[src/rtl/tw_pkg.sv]
package tw_pkg;

  typedef enum logic [2:0] {
    ST_IDLE,
    ST_RX,
    ST_ACK,
    ST_TX,
    ST_TXACK,
    ST_TXLOAD,
    ST_WAIT
  } tw_state_e;

  typedef enum logic [1:0] {
    RX_DEV,
    RX_WORD,
    RX_DATA
  } rx_kind_e;

endpackage

[src/rtl/tw_sync.sv]
module tw_sync #(
  parameter int              W       = 2,
  parameter int              STAGES  = 2,
  parameter logic [W-1:0]    RST_VAL = '1
) (
  input  logic         clk,
  input  logic         rst_n,
  input  logic [W-1:0] d,
  output logic [W-1:0] q
);

  logic [W-1:0] stg_q [STAGES];

  always_ff @(posedge clk or negedge rst_n) begin
    if (!rst_n) stg_q[0] <= RST_VAL;
    else        stg_q[0] <= d;
  end

  for (genvar s = 1; s < STAGES; s++) begin : g_stage
    always_ff @(posedge clk or negedge rst_n) begin
      if (!rst_n) stg_q[s] <= RST_VAL;
      else        stg_q[s] <= stg_q[s-1];
    end
  end

  assign q = stg_q[STAGES-1];

endmodule

[src/rtl/tw_regfile.sv]
module tw_regfile #(
  parameter int DEPTH = 16,
  parameter int DW    = 8,
  localparam int AW   = (DEPTH > 1) ? $clog2(DEPTH) : 1
) (
  input  logic          clk,
  input  logic          rst_n,
  input  logic          wr_en,
  input  logic [AW-1:0] wr_addr,
  input  logic [DW-1:0] wr_data,
  input  logic [AW-1:0] rd_addr,
  output logic [DW-1:0] rd_data
);

  logic [DW-1:0] word_q [DEPTH];

  for (genvar g = 0; g < DEPTH; g++) begin : g_word
    logic sel;
    assign sel = wr_en && (wr_addr == AW'(g));
    always_ff @(posedge clk or negedge rst_n) begin
      if (!rst_n)   word_q[g] <= '0;
      else if (sel) word_q[g] <= wr_data;
    end
  end

  assign rd_data = word_q[rd_addr];

  AST_WR_IN_RANGE: assert property (@(posedge clk) disable iff (!rst_n)
    wr_en |-> (32'(wr_addr) < DEPTH));

endmodule

[src/rtl/tw_ctrl.sv]
module tw_ctrl
  import tw_pkg::*;
#(
  parameter logic [6:0] DEV_ADDR = 7'h50,
  parameter int         DEPTH    = 16,
  localparam int        AW       = (DEPTH > 1) ? $clog2(DEPTH) : 1
) (
  input  logic          clk,
  input  logic          rst_n,
  input  logic          scl_s,
  input  logic          sda_s,
  input  logic [7:0]    rd_data,
  output logic          sda_oe,
  output logic          wr_en,
  output logic [AW-1:0] wr_addr,
  output logic [7:0]    wr_data,
  output logic [AW-1:0] rd_addr
);

  tw_state_e     state_q, state_d;
  rx_kind_e      kind_q, kind_d;
  logic [2:0]    bitcnt_q, bitcnt_d;
  logic [6:0]    shreg_q, shreg_d;
  logic [6:0]    txsh_q, txsh_d;
  logic          done_q, done_d;
  logic          ackok_q, ackok_d;
  logic          rw_q, rw_d;
  logic [AW-1:0] ptr_q, ptr_d;
  logic          oe_q, oe_d;
  logic          scl_q, sda_q;

  logic          scl_rise, scl_fall, start_det, stop_det;
  logic [7:0]    rx_byte;
  logic [AW-1:0] ptr_inc;

  assign scl_rise  = scl_s & ~scl_q;
  assign scl_fall  = ~scl_s & scl_q;
  assign start_det = scl_s & scl_q & sda_q & ~sda_s;
  assign stop_det  = scl_s & scl_q & ~sda_q & sda_s;
  assign rx_byte   = {shreg_q, sda_s};
  assign ptr_inc   = (ptr_q == AW'(DEPTH-1)) ? '0 : ptr_q + AW'(1);

  always_comb begin
    state_d  = state_q;
    kind_d   = kind_q;
    bitcnt_d = bitcnt_q;
    shreg_d  = shreg_q;
    txsh_d   = txsh_q;
    done_d   = done_q;
    ackok_d  = ackok_q;
    rw_d     = rw_q;
    ptr_d    = ptr_q;
    oe_d     = oe_q;
    wr_en    = 1'b0;
    if (stop_det) begin
      state_d = ST_IDLE;
      oe_d    = 1'b0;
    end else if (start_det) begin
      state_d  = ST_RX;
      kind_d   = RX_DEV;
      bitcnt_d = '0;
      done_d   = 1'b0;
      oe_d     = 1'b0;
    end else begin
      unique case (state_q)
        ST_IDLE: oe_d = 1'b0;
        ST_RX: begin
          if (scl_rise && !done_q) begin
            shreg_d  = rx_byte[6:0];
            bitcnt_d = bitcnt_q + 3'd1;
            if (bitcnt_q == 3'd7) begin
              done_d = 1'b1;
              unique case (kind_q)
                RX_DEV: begin
                  ackok_d = (rx_byte[7:1] == DEV_ADDR);
                  rw_d    = rx_byte[0];
                end
                RX_WORD: begin
                  ptr_d   = rx_byte[AW-1:0];
                  ackok_d = 1'b1;
                end
                default: begin
                  wr_en   = 1'b1;
                  ptr_d   = ptr_inc;
                  ackok_d = 1'b1;
                end
              endcase
            end
          end else if (scl_fall && done_q) begin
            done_d = 1'b0;
            if (ackok_q) begin
              oe_d    = 1'b1;
              state_d = ST_ACK;
            end else begin
              state_d = ST_WAIT;
            end
          end
        end
        ST_ACK: begin
          if (scl_fall) begin
            bitcnt_d = '0;
            if (kind_q == RX_DEV && rw_q) begin
              state_d = ST_TX;
              txsh_d  = rd_data[6:0];
              oe_d    = ~rd_data[7];
            end else begin
              state_d = ST_RX;
              oe_d    = 1'b0;
              kind_d  = (kind_q == RX_DEV) ? RX_WORD : RX_DATA;
            end
          end
        end
        ST_TX: begin
          if (scl_fall) begin
            if (bitcnt_q == 3'd7) begin
              oe_d    = 1'b0;
              state_d = ST_TXACK;
              ptr_d   = ptr_inc;
            end else begin
              oe_d     = ~txsh_q[6];
              txsh_d   = {txsh_q[5:0], 1'b0};
              bitcnt_d = bitcnt_q + 3'd1;
            end
          end
        end
        ST_TXACK: begin
          if (scl_rise) state_d = sda_s ? ST_WAIT : ST_TXLOAD;
        end
        ST_TXLOAD: begin
          if (scl_fall) begin
            state_d  = ST_TX;
            txsh_d   = rd_data[6:0];
            oe_d     = ~rd_data[7];
            bitcnt_d = '0;
          end
        end
        default: oe_d = 1'b0;
      endcase
    end
  end

  always_ff @(posedge clk or negedge rst_n) begin
    if (!rst_n) begin
      state_q  <= ST_IDLE;
      kind_q   <= RX_DEV;
      bitcnt_q <= '0;
      shreg_q  <= '0;
      txsh_q   <= '0;
      done_q   <= 1'b0;
      ackok_q  <= 1'b0;
      rw_q     <= 1'b0;
      ptr_q    <= '0;
      oe_q     <= 1'b0;
      scl_q    <= 1'b1;
      sda_q    <= 1'b1;
    end else begin
      state_q  <= state_d;
      kind_q   <= kind_d;
      bitcnt_q <= bitcnt_d;
      shreg_q  <= shreg_d;
      txsh_q   <= txsh_d;
      done_q   <= done_d;
      ackok_q  <= ackok_d;
      rw_q     <= rw_d;
      ptr_q    <= ptr_d;
      oe_q     <= oe_d;
      scl_q    <= scl_s;
      sda_q    <= sda_s;
    end
  end

  assign sda_oe  = oe_q;
  assign wr_addr = ptr_q;
  assign wr_data = rx_byte;
  assign rd_addr = ptr_q;

  AST_IDLE_QUIET: assert property (@(posedge clk) disable iff (!rst_n)
    (state_q == ST_IDLE) |-> !sda_oe);
  AST_ACK_HELD: assert property (@(posedge clk) disable iff (!rst_n)
    (state_q == ST_ACK) |-> sda_oe);
  AST_WAIT_SILENT: assert property (@(posedge clk) disable iff (!rst_n)
    (state_q == ST_WAIT) |-> !sda_oe);
  AST_PTR_WRAP: assert property (@(posedge clk) disable iff (!rst_n)
    (state_q == ST_TX && scl_fall && bitcnt_q == 3'd7 && ptr_q == AW'(DEPTH-1)
     && !start_det && !stop_det) |=> (ptr_q == '0));
  AST_OE_RISE_SCL_LOW: assert property (@(posedge clk) disable iff (!rst_n)
    $rose(sda_oe) |-> !scl_s);
  AST_STOP_IDLE: assert property (@(posedge clk) disable iff (!rst_n)
    stop_det |=> (state_q == ST_IDLE && !sda_oe));
  AST_START_DEV: assert property (@(posedge clk) disable iff (!rst_n)
    start_det |=> (state_q == ST_RX && kind_q == RX_DEV && bitcnt_q == 3'd0));

endmodule

[src/rtl/cfg_eeprom_slave.sv]
module cfg_eeprom_slave #(
  parameter logic [6:0] DEV_ADDR = 7'h50,
  parameter int         DEPTH    = 16,
  parameter int         SYNC_STG = 2,
  localparam int        AW       = (DEPTH > 1) ? $clog2(DEPTH) : 1
) (
  input  logic clk,
  input  logic rst_n,
  input  logic scl_i,
  input  logic sda_i,
  output logic sda_oe
);

  logic [1:0]    rst_pipe_q;
  logic          rst_core_n;
  logic [1:0]    bus_s;
  logic          wr_en;
  logic [AW-1:0] wr_addr, rd_addr;
  logic [7:0]    wr_data, rd_data;

  always_ff @(posedge clk or negedge rst_n) begin
    if (!rst_n) rst_pipe_q <= 2'b00;
    else        rst_pipe_q <= {rst_pipe_q[0], 1'b1};
  end
  assign rst_core_n = rst_pipe_q[1];

  tw_sync #(.W(2), .STAGES(SYNC_STG), .RST_VAL(2'b11)) u_sync (
    .clk   (clk),
    .rst_n (rst_core_n),
    .d     ({scl_i, sda_i}),
    .q     (bus_s)
  );

  tw_ctrl #(.DEV_ADDR(DEV_ADDR), .DEPTH(DEPTH)) u_ctrl (
    .clk     (clk),
    .rst_n   (rst_core_n),
    .scl_s   (bus_s[1]),
    .sda_s   (bus_s[0]),
    .rd_data (rd_data),
    .sda_oe  (sda_oe),
    .wr_en   (wr_en),
    .wr_addr (wr_addr),
    .wr_data (wr_data),
    .rd_addr (rd_addr)
  );

  tw_regfile #(.DEPTH(DEPTH), .DW(8)) u_mem (
    .clk     (clk),
    .rst_n   (rst_core_n),
    .wr_en   (wr_en),
    .wr_addr (wr_addr),
    .wr_data (wr_data),
    .rd_addr (rd_addr),
    .rd_data (rd_data)
  );

endmodule

[config.mk]
export PLATFORM = sky130hd
export DESIGN_NAME = cfg_eeprom_slave
export DESIGN_NICKNAME = d
export VERILOG_FILES = /design/src/rtl/tw_pkg.sv /design/src/rtl/tw_sync.sv /design/src/rtl/tw_regfile.sv /design/src/rtl/tw_ctrl.sv /design/src/rtl/cfg_eeprom_slave.sv
export SDC_FILE = /design/constraint.sdc
export NUM_CORES = 1
export LEC_CHECK = 0
export BUFFER_PORTS_ARGS = -buffer_cell sky130_fd_sc_hd__buf_4
export CAP_MARGIN = 5
export CELL_PAD_IN_SITES_DETAIL_PLACEMENT = 0
export CELL_PAD_IN_SITES_GLOBAL_PLACEMENT = 2
export CORE_ASPECT_RATIO = 1.75
export CORE_UTILIZATION = 40
export CTS_CLUSTER_DIAMETER = 30
export CTS_CLUSTER_SIZE = 30
export DETAILED_ROUTE_END_ITERATION = 12
export GPL_ROUTABILITY_DRIVEN = 0
export MAX_ROUTING_LAYER = met4
export PLACE_DENSITY_LB_ADDON = 0.2
export SYNTH_ARGS = -nofsm -noshare
export SYNTH_HDL_FRONTEND = slang
export SYNTH_SLANG_ARGS = --single-unit
[constraint.sdc]
create_clock -name clk -period 5.8 [get_ports clk]
set_input_delay 0.58 -clock clk [delete_from_list [all_inputs] [get_ports clk]]
set_output_delay 0.58 -clock clk [all_outputs]
set_load 0.1 [all_outputs]
* Word level (Yosys, flattened, before mapping) *
Cells that the tools add are included.
Widths: inputs -> output; s select.

word-level totals
  flip-flop bits (word level) = 166
  input bits = 4
  output and inout port bits = 1
  logic and storage cells = 202

operators by class
  add/sub/neg operators = 2
  magnitude comparators = 1
  equality and inequality tests = 47
  mux-type cells = 63
  bitwise gates (word level) = 16
  reductions and logical operators = 42

operator list
  cell                count
  $mux 3              15
  $mux 7              5
  $bmux 8 s4          1
  $eq 4x4->1 const B  8
  $ne 4x1->1 const B  7
  $reduce_and 8->1    3
  $mux 1              22
  $pmux 7 s3          1
  $mux 4              5
  $logic_and 1x1->1   19
  $eq 4x3->1 const B  4
  $mux 8              2
  $ne 2x1->1 const B  8
  $pmux 4 s2          2
  $pmux 3 s5          1
  $mux 2              7
  $ne 3x1->1 const B  4
  $reduce_and 4->1    3
  $reduce_and 6->1    2
  $eq 3x3->1 const B  3
  $pmux 3 s3          1
  $eq 4x2->1 const B  2
  $not 1->1           8
  $reduce_bool 2->1   4
  other kinds (23)    34

* Depth between registers and ports, before layout *
Gate-level depths: netlist of the first run.

  depth in word-level cells = 10
  gate-level depth with buffers = 8
  depth with buffers taken out = 7

* By module *
A second synthesis of the first run with hierarchy kept.

second synthesis, totals
  cells, all modules = 569
  area, all modules = 7848.8 um^2

by module, submodules not included
  module            times used  cells each  area an instance (um^2)  seq. area each (um^2)
  tw_regfile        1           364         5803.1                   3203.1
  tw_ctrl           1           196         1871.8                   803.3
  tw_sync           1           6           120.1                    105.1
  cfg_eeprom_slave  1           3           53.8                     50.0

* Worst setup path before layout of the first run *
Ideal clock, no wire load.

  path kind = reg-to-reg
  start point = register u_sync.stg_q (netlist bit u_sync.q[1])
  end point = register u_mem.word_q[32] (netlist name)
  setup time = 0.125 ns
  data arrival time = 2.313 ns
  data required time = 5.675 ns
  slack = 3.362 ns
  stages on the path, launching flop included = 7
  path buffers = 1
  clock period less this slack = 2.438 ns
  path through = dfstp_2 or3b_2 a2111oi_2 buf_4 nand2_4 nor3_4 mux2_2

between the ends
  cells in the longest elaborated chain, start to end = 7
  elaborated cells between the ends (all ways) = 12
  classes of those cells = 4 x mux; 6 x bitwise; 2 x reduce/logical

RTL lines
  item                               line              source
  from (decl)                        tw_sync.sv:12     logic [W-1:0] stg_q [STAGES];
  from (signal, indexed assignment)  tw_sync.sv:22     else stg_q[s] <= stg_q[s-1];
  $and 1x1->1                        tw_ctrl.sv:36     assign scl_rise = scl_s & ~scl_q;
  $logic_and 1x1->1                  tw_ctrl.sv:68     if (scl_rise && !done_q) begin
  $mux 1                             tw_ctrl.sv:68
  $mux 1                             tw_ctrl.sv:65     unique case (state_q)
  $mux 1                             tw_ctrl.sv:58     end else if (start_det) begin
  $mux 1 *                           tw_ctrl.sv:55     if (stop_det) begin
  $logic_and 1x1->1 *                tw_regfile.sv:19  assign sel = wr_en && (wr_addr == AW'(g));
  to (signal, indexed assignment)    tw_regfile.sv:22  else if (sel) word_q[g] <= wr_data;
  to (decl)                          tw_regfile.sv:15  logic [DW-1:0] word_q [DEPTH];

Every way passes the cells marked *; elsewhere a longest branch is shown, timed or not.
A chain may end at the register's enable or synchronous reset.

* Worst setup path after layout of the first run *
  start point = register u_sync.stg_q (netlist bit u_sync.q[0])
  end point = register u_mem.word_q[86] (netlist name)

between the ends
  cells in the longest elaborated chain, start to end = 5
  elaborated cells between the ends (all ways) = 6
  classes of those cells = 2 x mux; 3 x bitwise; 1 x reduce/logical

RTL lines
  item                 line              source
  $not 1->1            tw_ctrl.sv:38     assign start_det = scl_s & scl_q & sda_q & ~sda_s;
  $and 1x1->1          tw_ctrl.sv:38
  $mux 1               tw_ctrl.sv:58
  $mux 1 *             tw_ctrl.sv:55
  $logic_and 1x1->1 *  tw_regfile.sv:19

Marked as above.

==> impl_results.md, run 1 <==
- Die area: 20500 um2
- Met2 Usage GRT: 39.3%
- Remaining DRCs: 0
- Minimum clock period: 3.24 ns
- Flops & latches, synth: 166
- Vias in the first global route: 5242
- MaxCap Viol Count: 0
- Crit. End Element: flip-flop
- CTS tree: yes
- Clock Latency Late Sink: 0.43 ns
- Worst r2r dst: u_mem.word_q[86]$_DFFE_PN0P_
- # fillers: 1761
- Top-area cell type share of the netlist area: 50.4%
- Die width: 109 um
- Period Utilization, post-route: 55.8%
- Post-synth cell types: 55
- Kind of cell adding the most delay to the critical path: compound AO/OA/AOI/OAI gates
- Reg2reg start: u_sync.q[0]$_DFF_PN1_
- Yosys warning count: 0
- Global Route Usage Sum: 22.3%
- Vias per inst: 5.73
- Final hold vios: 0
- Status: finished, final reports clean
- EDFF count, synth: 0
- WHS: 0.252 ns
- Crit path launch: u_sync.q[0]$_DFF_PN1_
- RSZ-0062 raised after global routing: false
- IO buf count: 4
- Post-CTS Setup Repair Bufs: 0
- Worst Hold Class: input pin to flip-flop
- Leak: 0.00397 uW
- Synth Net Count: 603
- Met3 Use GR: 3.56%
- Gate Count Post-Synth: 593
- Rel. slew slack: 29.1%
- First-pass GRT wire length: 31500 um
- Type of origin of the critical path: flip-flop
- WP buf/inv: 0
- Sequential fraction of the synthesis area: 52.4%
- Final #Nets: 592
- Num ports: 5
- CTS Buf Count: 17
- Power density over cell area: 271 nW/um2
- Clk sink count: 166
- Detail Placement HPWL: 13800 um
- GR Layer Usage met1: 24.1%
- Clock Tree Root: clkbuf_16
- Initial Util: 41.2%
- ANT cells: 0
- Post-Syn Area: 7950 um2
- DR WL/cell: 24.0 um
- Clock skew: 0.0102 ns
- Async SR Flop Fraction: 100%
- Critical path type: flip-flop to flip-flop
- Share of cells above drive strength 1: 38.2%
- Core ar.: 19300 um2
- Number of detailed-route iterations in the first pass: 4
- Crit path capture: u_mem.word_q[86]$_DFFE_PN0P_
- Achievable Freq: 309 MHz
- Mean Syn Cell Area: 13.4 um2
- Critical-path maximum fanout: 26
- Hold_buf cts: 1
- Worst Path Arrival: 3.55 ns
- Initial antenna violation count: 0
- Setup violations, final: 0
- Slowest-stage cell, CP: a2111oi_4
- Most frequent cell after synthesis: dfrtp_1
- Gr ovfl total: 0
- R2R Setup Slk: 2.56 ns
- VDD IR-drop max: 196 uV
- DIE HEIGHT: 188 um
- Required @ worst endpoint: 6.11 ns
- Largest area contributor in the netlist: dfrtp_1
- Worst-path clk slew: 0.06 ns
- Clock buffer depth: 2
- Setup TNS: 0 ns
- WHS Path Cells: 1
- Max H-tree Level: 4
- Drt total wl: 20100 um
- Reg2Reg Depth: 5
- Std-Cell Rows: 67
- CP peak stage delay: 0.92 ns
- Layout area overhead: 10.1%
- Stages on the worst setup path: 5
- DRT iter0 DRCs: 277
- Final ANT Viol Nets: 0
- Crit path cell chain: xor2_1, a2111oi_4, nand2_2, nor2_2, mux2_2
- CTS resizes: 0
- Largest net degree at the start of global routing: 84
- Final Max Tran Viols: 0
- Dominant synthesized flop cell: dfrtp_1
- Synth top cells by count: dfrtp_1, mux2_2, clkbuf_1
- Utilization after layout: 45.4%
- Grt peak-use layer: met2
- DR vias: 4793
- Synth top area cells: dfrtp_1, mux2_2, mux4_2, mux2i_1, dfstp_2
- Worst-Margin Slew: 1.06 ns
kinds of logic after synthesis:
group	Yosys count	share of synthesized area (%)
adder cells (fa/ha/maj)	6	0.945
flip-flops	166	52.4
other	1	0.0472
AO/OA/AOI/OAI	87	7.49
buffers and inverters	47	2.31
multiplexers	189	29.1
AND/OR/NAND/NOR	96	7.57
XOR/XNOR	1	0.110
state kept, by name, summed over array words and instances (netlist names), 2 cells and up:
name,count
u_mem.word_q,128
u_ctrl.shreg_q,7
u_ctrl.txsh_q,7
u_ctrl.rd_addr,4
u_ctrl.bitcnt_q,3
u_ctrl.state_q,3
rst_pipe_q,2
u_ctrl.kind_q,2
u_sync.q,2
u_sync.stg_q,2
routing by layer:
metal | part of all wire [%] | vias up
li1 | - | 2160
met1 | 38 | 2529
met2 | 56 | 70
met3 | 2.6 | 34
met4 | 3.5 | 0
met5 | 0 | -
how the worst min path moves through the flow:
stage / start / to
after floorplan: rst_n / rst_pipe_q[0]$_DFF_PN0_
after global placement: rst_pipe_q[0]$_DFF_PN0_ / rst_pipe_q[1]$_DFF_PN0_
after detailed placement: rst_pipe_q[0]$_DFF_PN0_ / rst_pipe_q[1]$_DFF_PN0_
after CTS: scl_i / u_sync.stg_q[3]$_DFF_PN1_
after global routing: scl_i / u_sync.stg_q[3]$_DFF_PN1_
final: scl_i / u_sync.stg_q[3]$_DFF_PN1_
layout make-up:
cell class                 instances  area [um2]  share of cell area [%]
clock buffer                      20         437                    4.99
clock inverter                    12         130                    1.49
inverter                           7        26.3                   0.300
multi-input combinational        380        3610                    41.3
sequential                       166        4170                    47.6
tap                              241         302                    3.45
timing repair buffer              10        77.6                   0.886
placed cells by master, fill, tap and decap left out, types with 4 or more instances in the layout:
| cell | count |
|---|---|
| and2_1 | 5 |
| a21oi_1 | 27 |
| a22o_1 | 5 |
| nor2_2 | 5 |
| mux2i_1 | 30 |
| a22oi_1 | 16 |
| dfrtp_1 | 158 |
| ha_1 | 6 |
| nor2b_1 | 9 |
| nand2_1 | 20 |
| clkinvlp_4 | 5 |
| nand3b_1 | 4 |
| nand2b_1 | 4 |
| o22ai_1 | 6 |
| clkbuf_16 | 17 |
| dfstp_2 | 6 |
| mux2_2 | 139 |
| a221oi_1 | 5 |
| buf_4 | 9 |
| nand4_2 | 4 |
| mux4_2 | 20 |
| inv_1 | 7 |
| o21ai_0 | 5 |
| nor2_1 | 19 |
metrics by stage:
stage | area [um2] | std cells | power [uW] | setup slack (ns)
6_report | 8750 | 836 | 2370 | 2.56
5_1_grt | 8750 | 836 | 2450 | 2.35
4_1_cts | 8750 | 836 | 2400 | 2.52
3_5_place_dp | 8180 | 803 | 1290 | 2.54
3_3_place_gp | 8180 | 803 | 1290 | 2.62
2_1_floorplan | 7950 | 593 | 1250 | 0.843
power breakdown:
part           leakage [uW]  switching (uW)  internal (uW)
sequential          0.00229            43.0           1170
combinational       0.00142            33.2           18.7
clock              0.000262             472            633
total               0.00397             548           1820
Power figures use the tool's default switching activity.
==> run 2, diff against run 1 <==
- clock period: 5.8 -> 3.1 ns (I/O delays scaled with it)
==> impl_results.md, run 2 (synthesis results as in run 1) <==
- Critical-path maximum fanout: 12 (-54%)
- Final hold vios: 0 (unchanged)
- ANT cells: 0 (unchanged)
- Storage cell area: 4170 um2 (unchanged)
- # fillers: 1791 (+1.7%)
- Remaining DRCs: 0 (unchanged)
- Most common cell after layout, fill and taps aside: dfrtp_1
- Max H-tree Level: 4 (unchanged)
- Global Route Usage Sum: 20.9% (-1.4 points)
- Final ANT Viol Nets: 0 (unchanged)
- DR vias: 4762 (-0.65%)
- DR WL/cell: 22.4 um (-6.8%)
- Share of cells above drive strength 1: 39.4% (+1.3 points)
- Max reg flops: 128 (unchanged)
- Worst Hold Class: input pin to asynchronous set/reset pin
- CP peak stage delay: 0.60 ns (-0.32 ns)
- VDD IR-drop max: 265 uV (+35%)
- Initial antenna violation count: 0 (unchanged)
- Final #Nets: 606 (+2.4%)
- Most flops, register: u_mem.word_q
- Reg2Reg Depth: 6 (+1)
- Vias per inst: 5.60 (-2.3%)
- Biggest regs: u_mem.word_q (128), u_ctrl.shreg_q (7), u_ctrl.txsh_q (7)
- Worst Path Arrival: 3.00 ns (-0.55 ns)
- Required @ worst endpoint: 3.41 ns (-2.70 ns)
- DRT iter0 DRCs: 233 (-16%)
- Critical path type: flip-flop to flip-flop
- Die area: 20500 um2 (unchanged)
- Clock Latency Late Sink: 0.43 ns (about the same)
- Gr ovfl total: 0 (unchanged)
- Layout area overhead: 11.5%
- Kind of cell adding the most delay to the critical path: simple AND/OR/NAND/NOR gates
- Achievable Freq: 372 MHz (+20%)
- IO buf count: 4 (unchanged)
- Worst r2r dst: u_mem.word_q[34]$_DFFE_PN0P_
- Drt total wl: 19100 um (-5.2%)
- Reg2reg start: u_sync.q[1]$_DFF_PN1_
- Minimum clock period: 2.69 ns (-0.549 ns)
- Core ar.: 19300 um2 (unchanged)
- CTS tree: yes
- Slowest-stage cell, CP: dfstp_2
- Die width: 109 um (unchanged)
- Clock skew: 0.00842 ns (-0.00180 ns)
- Crit. End Element: flip-flop
- Status: finished, final reports clean
- RSZ-0062 raised after global routing: false
- Setup violations, final: 0 (unchanged)
- Num ports: 5 (unchanged)
- R2R Setup Slk: 0.41 ns (-2.15 ns)
- Setup TNS: 0 ns (unchanged)
- WP buf/inv: 1 (+1)
- DIE HEIGHT: 188 um (unchanged)
- Std-Cell Rows: 67 (unchanged)
- Crit path cell chain: or3b_2, a2111oi_4, buf_4, nand2_4, nor3_4, mux2_2
- CTS resizes: 0 (unchanged)
- CTS Buf Count: 17 (unchanged)
- Number of detailed-route iterations in the first pass: 4 (unchanged)
- Initial Util: 41.2% (unchanged)
- Period Utilization, post-route: 86.8% (+31 points)
- Final Max Tran Viols: 0 (unchanged)
- Power density over cell area: 489 nW/um2 (+81%)
- Vias in the first global route: 5197 (-0.86%)
- Clk sink count: 166 (unchanged)
- Number of instances in the placed design: 815 (+1.5%)
- Type of origin of the critical path: flip-flop
- Clock buffer depth: 2 (unchanged)
- Worst-path clk slew: 0.07 ns (about the same)
- First-pass GRT wire length: 30200 um (-4.1%)
- Worst-Margin Slew: 0.917 ns (-0.147 ns)
- Commonest non-fill, non-tap cells in the layout: dfrtp_1, mux2_2, mux2i_1, a21oi_1
- Detail Placement HPWL: 13100 um (-5.5%)
- MaxCap Viol Count: 0 (unchanged)
- Largest net degree at the start of global routing: 165 (+96%)
- Leak: 0.00405 uW (+1.8%)
- Area of the multi-input gates: 3610 um2 (unchanged)
- Clock Tree Root: clkbuf_16
- Post-route insts no fill: 850 (+1.7%)
- Rel. slew slack: 38.9% (+9.8 points)
[run 2: timing repair]
item / CTS / global route
hold endpoints to repair: 4 / 0
buffers inserted: 0 / 0
hold buffers: 3 / 0
[run 2: final cells by class]
class                      instances  area share (%)
sequential                       166            47.0
multi-input combinational        380            40.8
clock buffer                      20            5.04
tap                              241            3.40
timing repair buffer              24            2.40
clock inverter                    12            1.09
inverter                           7           0.296
[run 2: worst max path at each step]
stage / startpoint / slack (ns) / cells after the start / to
6_report: u_sync.q[1]$_DFF_PN1_ / 0.41 / 6 / u_mem.word_q[34]$_DFFE_PN0P_
5_1_grt: u_sync.q[1]$_DFF_PN1_ / 0.28 / 6 / u_mem.word_q[34]$_DFFE_PN0P_
4_1_cts: u_sync.q[1]$_DFF_PN1_ / 0.40 / 6 / u_mem.word_q[34]$_DFFE_PN0P_
3_5_place_dp: u_sync.q[1]$_DFF_PN1_ / 0.42 / 6 / u_mem.word_q[36]$_DFFE_PN0P_
3_3_place_gp: u_sync.q[1]$_DFF_PN1_ / 0.40 / 6 / u_mem.word_q[39]$_DFFE_PN0P_
2_1_floorplan: rst_pipe_q[1]$_DFF_PN0_ / 0.36 / 0 / u_ctrl.ackok_q$_DFFE_PN0P_
[run 2: routing by layer]
layer  part of all wire, %  track usage, %  vias up
li1                      -               -     2192
met1                    40            23.7     2472
met4                   3.3            9.30        0
met3                   2.5            3.36       33
met2                    55            35.7       65
met5                     0               -        -
[run 2: worst register-to-register path: stages (launching register included)]
cell and delay (ns):
dfstp_2 0.60, or3b_2 0.52, a2111oi_4 0.21, buf_4 0.28, nand2_4 0.10, nor3_4 0.46, mux2_2 0.40
[run 2: stage by stage]
step | instance area (um2) | total power, uW | util [%] | hold slack, ns | setup slack, ns
after floorplan | 7950 | 2350 | - | 0.0144 | 0.360
after global placement | 8290 | 2400 | 43.0 | 0.0919 | 0.405
after detailed placement | 8290 | 2410 | 43.0 | 0.0939 | 0.417
after CTS | 8860 | 4390 | 46.0 | 0.176 | 0.396
after global routing | 8860 | 4490 | 46.0 | 0.190 | 0.281
final | 8860 | 4340 | 46.0 | 0.191 | 0.410
[run 2: power by group]
group          internal (uW)  total (uW)  leakage (uW)  switching, uW
clock                   1060        1970      0.000254            915
combinational           39.5         119       0.00150           79.4
sequential              2190        2240       0.00229           58.4
total                   3280        4340       0.00405           1050
==> run 3, diff against run 2 <==
- clock period: 3.1 -> 2.4 ns (I/O delays scaled with it)
==> impl_results.md, run 3 (synthesis results as in run 1) <==
- Leak: 0.00432 uW (+6.9%)
- Initial Util: 41.2% (unchanged)
- Net Sw Frac: 22.3% (-2.0 points)
- Final ANT Viol Nets: 0 (unchanged)
- Slowest-stage cell, CP: or3b_4
- # fillers: 1690 (-5.6%)
- Critical-path maximum fanout: 5 (-7)
- Worst-path clk slew: 0.06 ns (about the same)
- Setup TNS: 0 ns (unchanged)
- Clock Tree Root: clkbuf_16
- Remaining DRCs: 0 (unchanged)
- Clock buffer depth: 2 (unchanged)
- Minimum clock period: 2.33 ns (-0.363 ns)
- Gate power share: 2.7% (about the same)
- Clk network pwr share: 47.4% (+1.9 points)
- MaxCap Viol Count: 0 (unchanged)
- Area of the multi-input gates: 3630 um2 (+0.48%)
- CP peak stage delay: 0.46 ns (-0.14 ns)
- Clk sink count: 166 (unchanged)
- Final #Nets: 642 (+5.9%)
- Crit path cell chain: or3b_4, a2111oi_4, buf_4, buf_12, nand2_4, nor2_4, buf_4, mux2_2
- Final hold vios: 0 (unchanged)
- DR vias: 5008 (+5.2%)
- IO buf count: 4 (unchanged)
- Vias per inst: 5.65 (+0.89%)
- Detail Placement HPWL: 14200 um (+8.4%)
- Biggest regs: u_mem.word_q (128), u_ctrl.shreg_q (7), u_ctrl.txsh_q (7)
- Worst-Margin Slew: 0.852 ns (-0.0653 ns)
- Power density over cell area: 620 nW/um2 (+27%)
- Reg2Reg Depth: 8 (+2)
- Sequential share of power: 49.9% (-1.9 points)
- VDD IR-drop max: 546 uV (+110%)
- Number of detailed-route iterations in the first pass: 4 (unchanged)
- Final Max Tran Viols: 0 (unchanged)
- CP dominant cell by count: buf_4
- Max reg flops: 128 (unchanged)
- Required @ worst endpoint: 2.72 ns (-0.69 ns)
- Period Utilization, post-route: 97.0% (+10 points)
- Commonest non-fill, non-tap cells in the layout: dfrtp_1, mux2_2, buf_4, mux2i_1, a21oi_1
- Die area: 20500 um2 (unchanged)
- Initial antenna violation count: 0 (unchanged)
- Crit. End Element: flip-flop
- Max H-tree Level: 4 (unchanged)
- Num ports: 5 (unchanged)
- Setup violations, final: 0 (unchanged)
- Layout area overhead: 18.3%
- Most flops, register: u_mem.word_q
- Utilization after layout: 48.8% (+2.8 points)
- CTS Buf Count: 17 (unchanged)
- Worst Path Arrival: 2.65 ns (-0.35 ns)
- Storage cell area: 4170 um2 (unchanged)
- CTS tree: yes
- Achievable Freq: 430 MHz (+16%)
- Drt total wl: 20100 um (+5.5%)
- Post-route insts no fill: 886 (+4.2%)
- Largest net degree at the start of global routing: 82 (-50%)
- DRT iter0 DRCs: 326 (+40%)
- Rel. slew slack: 43.2% (+4.4 points)
- Critical path type: flip-flop to flip-flop
- Internal power: 4530 uW (+38%)
- Clock Latency Late Sink: 0.44 ns (about the same)
- Worst Hold Class: input pin to asynchronous set/reset pin
- Status: finished, final reports clean
- Type of origin of the critical path: flip-flop
- DIE HEIGHT: 188 um (unchanged)
- Core ar.: 19300 um2 (unchanged)
- Global Route Usage Sum: 21.9% (+0.96 points)
- Die width: 109 um (unchanged)
- Number of instances in the placed design: 844 (+3.6%)
- ANT cells: 0 (unchanged)
- First-pass GRT wire length: 31100 um (+3.0%)
- Vias in the first global route: 5417 (+4.2%)
- Most common cell after layout, fill and taps aside: dfrtp_1
- Std-Cell Rows: 67 (unchanged)
- Clock skew: 0.00707 ns (-0.00134 ns)
- DR WL/cell: 22.7 um (+1.2%)
- Share of cells above drive strength 1: 42.8% (+3.4 points)
- Gr ovfl total: 0 (unchanged)
- Psw: 1300 uW (+23%)
==> run 3: changes by cell type in the layout (fill, tap and decap cells not counted), sizes merged <==
cell | previous run | this run
clkinv | 3 | 1
clkbuf | 20 | 24
inv | 12 | 9
bufinv | 0 | 2
buf | 21 | 56
==> run 3: repair_timing <==
item | in CTS | in global routing
cloned | 0 | 1
hold endpoints to repair | 4 | 0
hold buffers | 3 | 0
endpoints found under the setup margin | 10 | 28
setup buffers | 3 | 3
gates resized for setup | 1 | 6
==> run 3: final timing paths <==
path                                                from                             to  slack (ns)
max                        u_ctrl.state_q[1]$_DFFE_PN0P_   u_mem.word_q[29]$_DFFE_PN0P_        0.07
min                                                rst_n        rst_pipe_q[1]$_DFF_PN0_        0.12
max reg2reg                u_ctrl.state_q[1]$_DFFE_PN0P_   u_mem.word_q[29]$_DFFE_PN0P_        0.07
min reg2reg                      rst_pipe_q[1]$_DFF_PN0_  u_mem.word_q[100]$_DFFE_PN0P_        0.27
max in group asynchronous        rst_pipe_q[1]$_DFF_PN0_      u_sync.stg_q[3]$_DFF_PN1_        1.32
min in group clk                 rst_pipe_q[0]$_DFF_PN0_        rst_pipe_q[1]$_DFF_PN0_        0.35
==> run 3: power groups by stage <==
stage                     Sequential (uW)  Clock [uW]  Combinational (uW)
after floorplan                      2930           0                 100
after global placement               2960           0                 153
after detailed placement             2960           0                 159
after CTS                            2910        2830                 163
after global routing                 2910        2940                 178
final                                2910        2760                 159
==> run 3: final cells by class <==
class                   instances  area share [%]
clock buffers                  23            5.19
clock inverters                 9            1.24
inverters                       7           0.279
multi-input cells             380            38.6
flip-flops and latches        166            44.3
well taps                     241            3.21
repair buffers                 60            7.17
==> run 3: worst max-delay path, delay by kind of cell (launching register included) <==
kind / cells / cell delay, ns
AND/OR/NAND/NOR: 3 / 0.74
AO/OA/AOI/OAI: 1 / 0.31
multiplexers: 1 / 0.33
buffers and inverters: 3 / 0.46
flip-flops: 1 / 0.38
==> run 3: routing by layer <==
metal / vias to the layer above / track usage (%) / routed length (um)
li1: 2269 / - / -
met1: 2624 / 22.9 / 7660
met2: 72 / 38.2 / 11200
met3: 43 / 4.05 / 418
met4: 0 / 11.5 / 861
met5: - / - / 0
==> run 3: stage by stage <==
step | total power [uW] | hold slack, ns | instance area [um2] | setup slack, ns
finish | 5830 | 0.119 | 9400 | 0.0729
global placement | 3110 | 0.0221 | 8670 | -0.00374
floorplan | 3030 | -0.0556 | 7950 | -0.0247
detailed placement | 3120 | 0.0228 | 8670 | -0.0268
global route | 6030 | 0.114 | 9400 | -0.00708
CTS | 5910 | 0.105 | 9330 | 0.00656
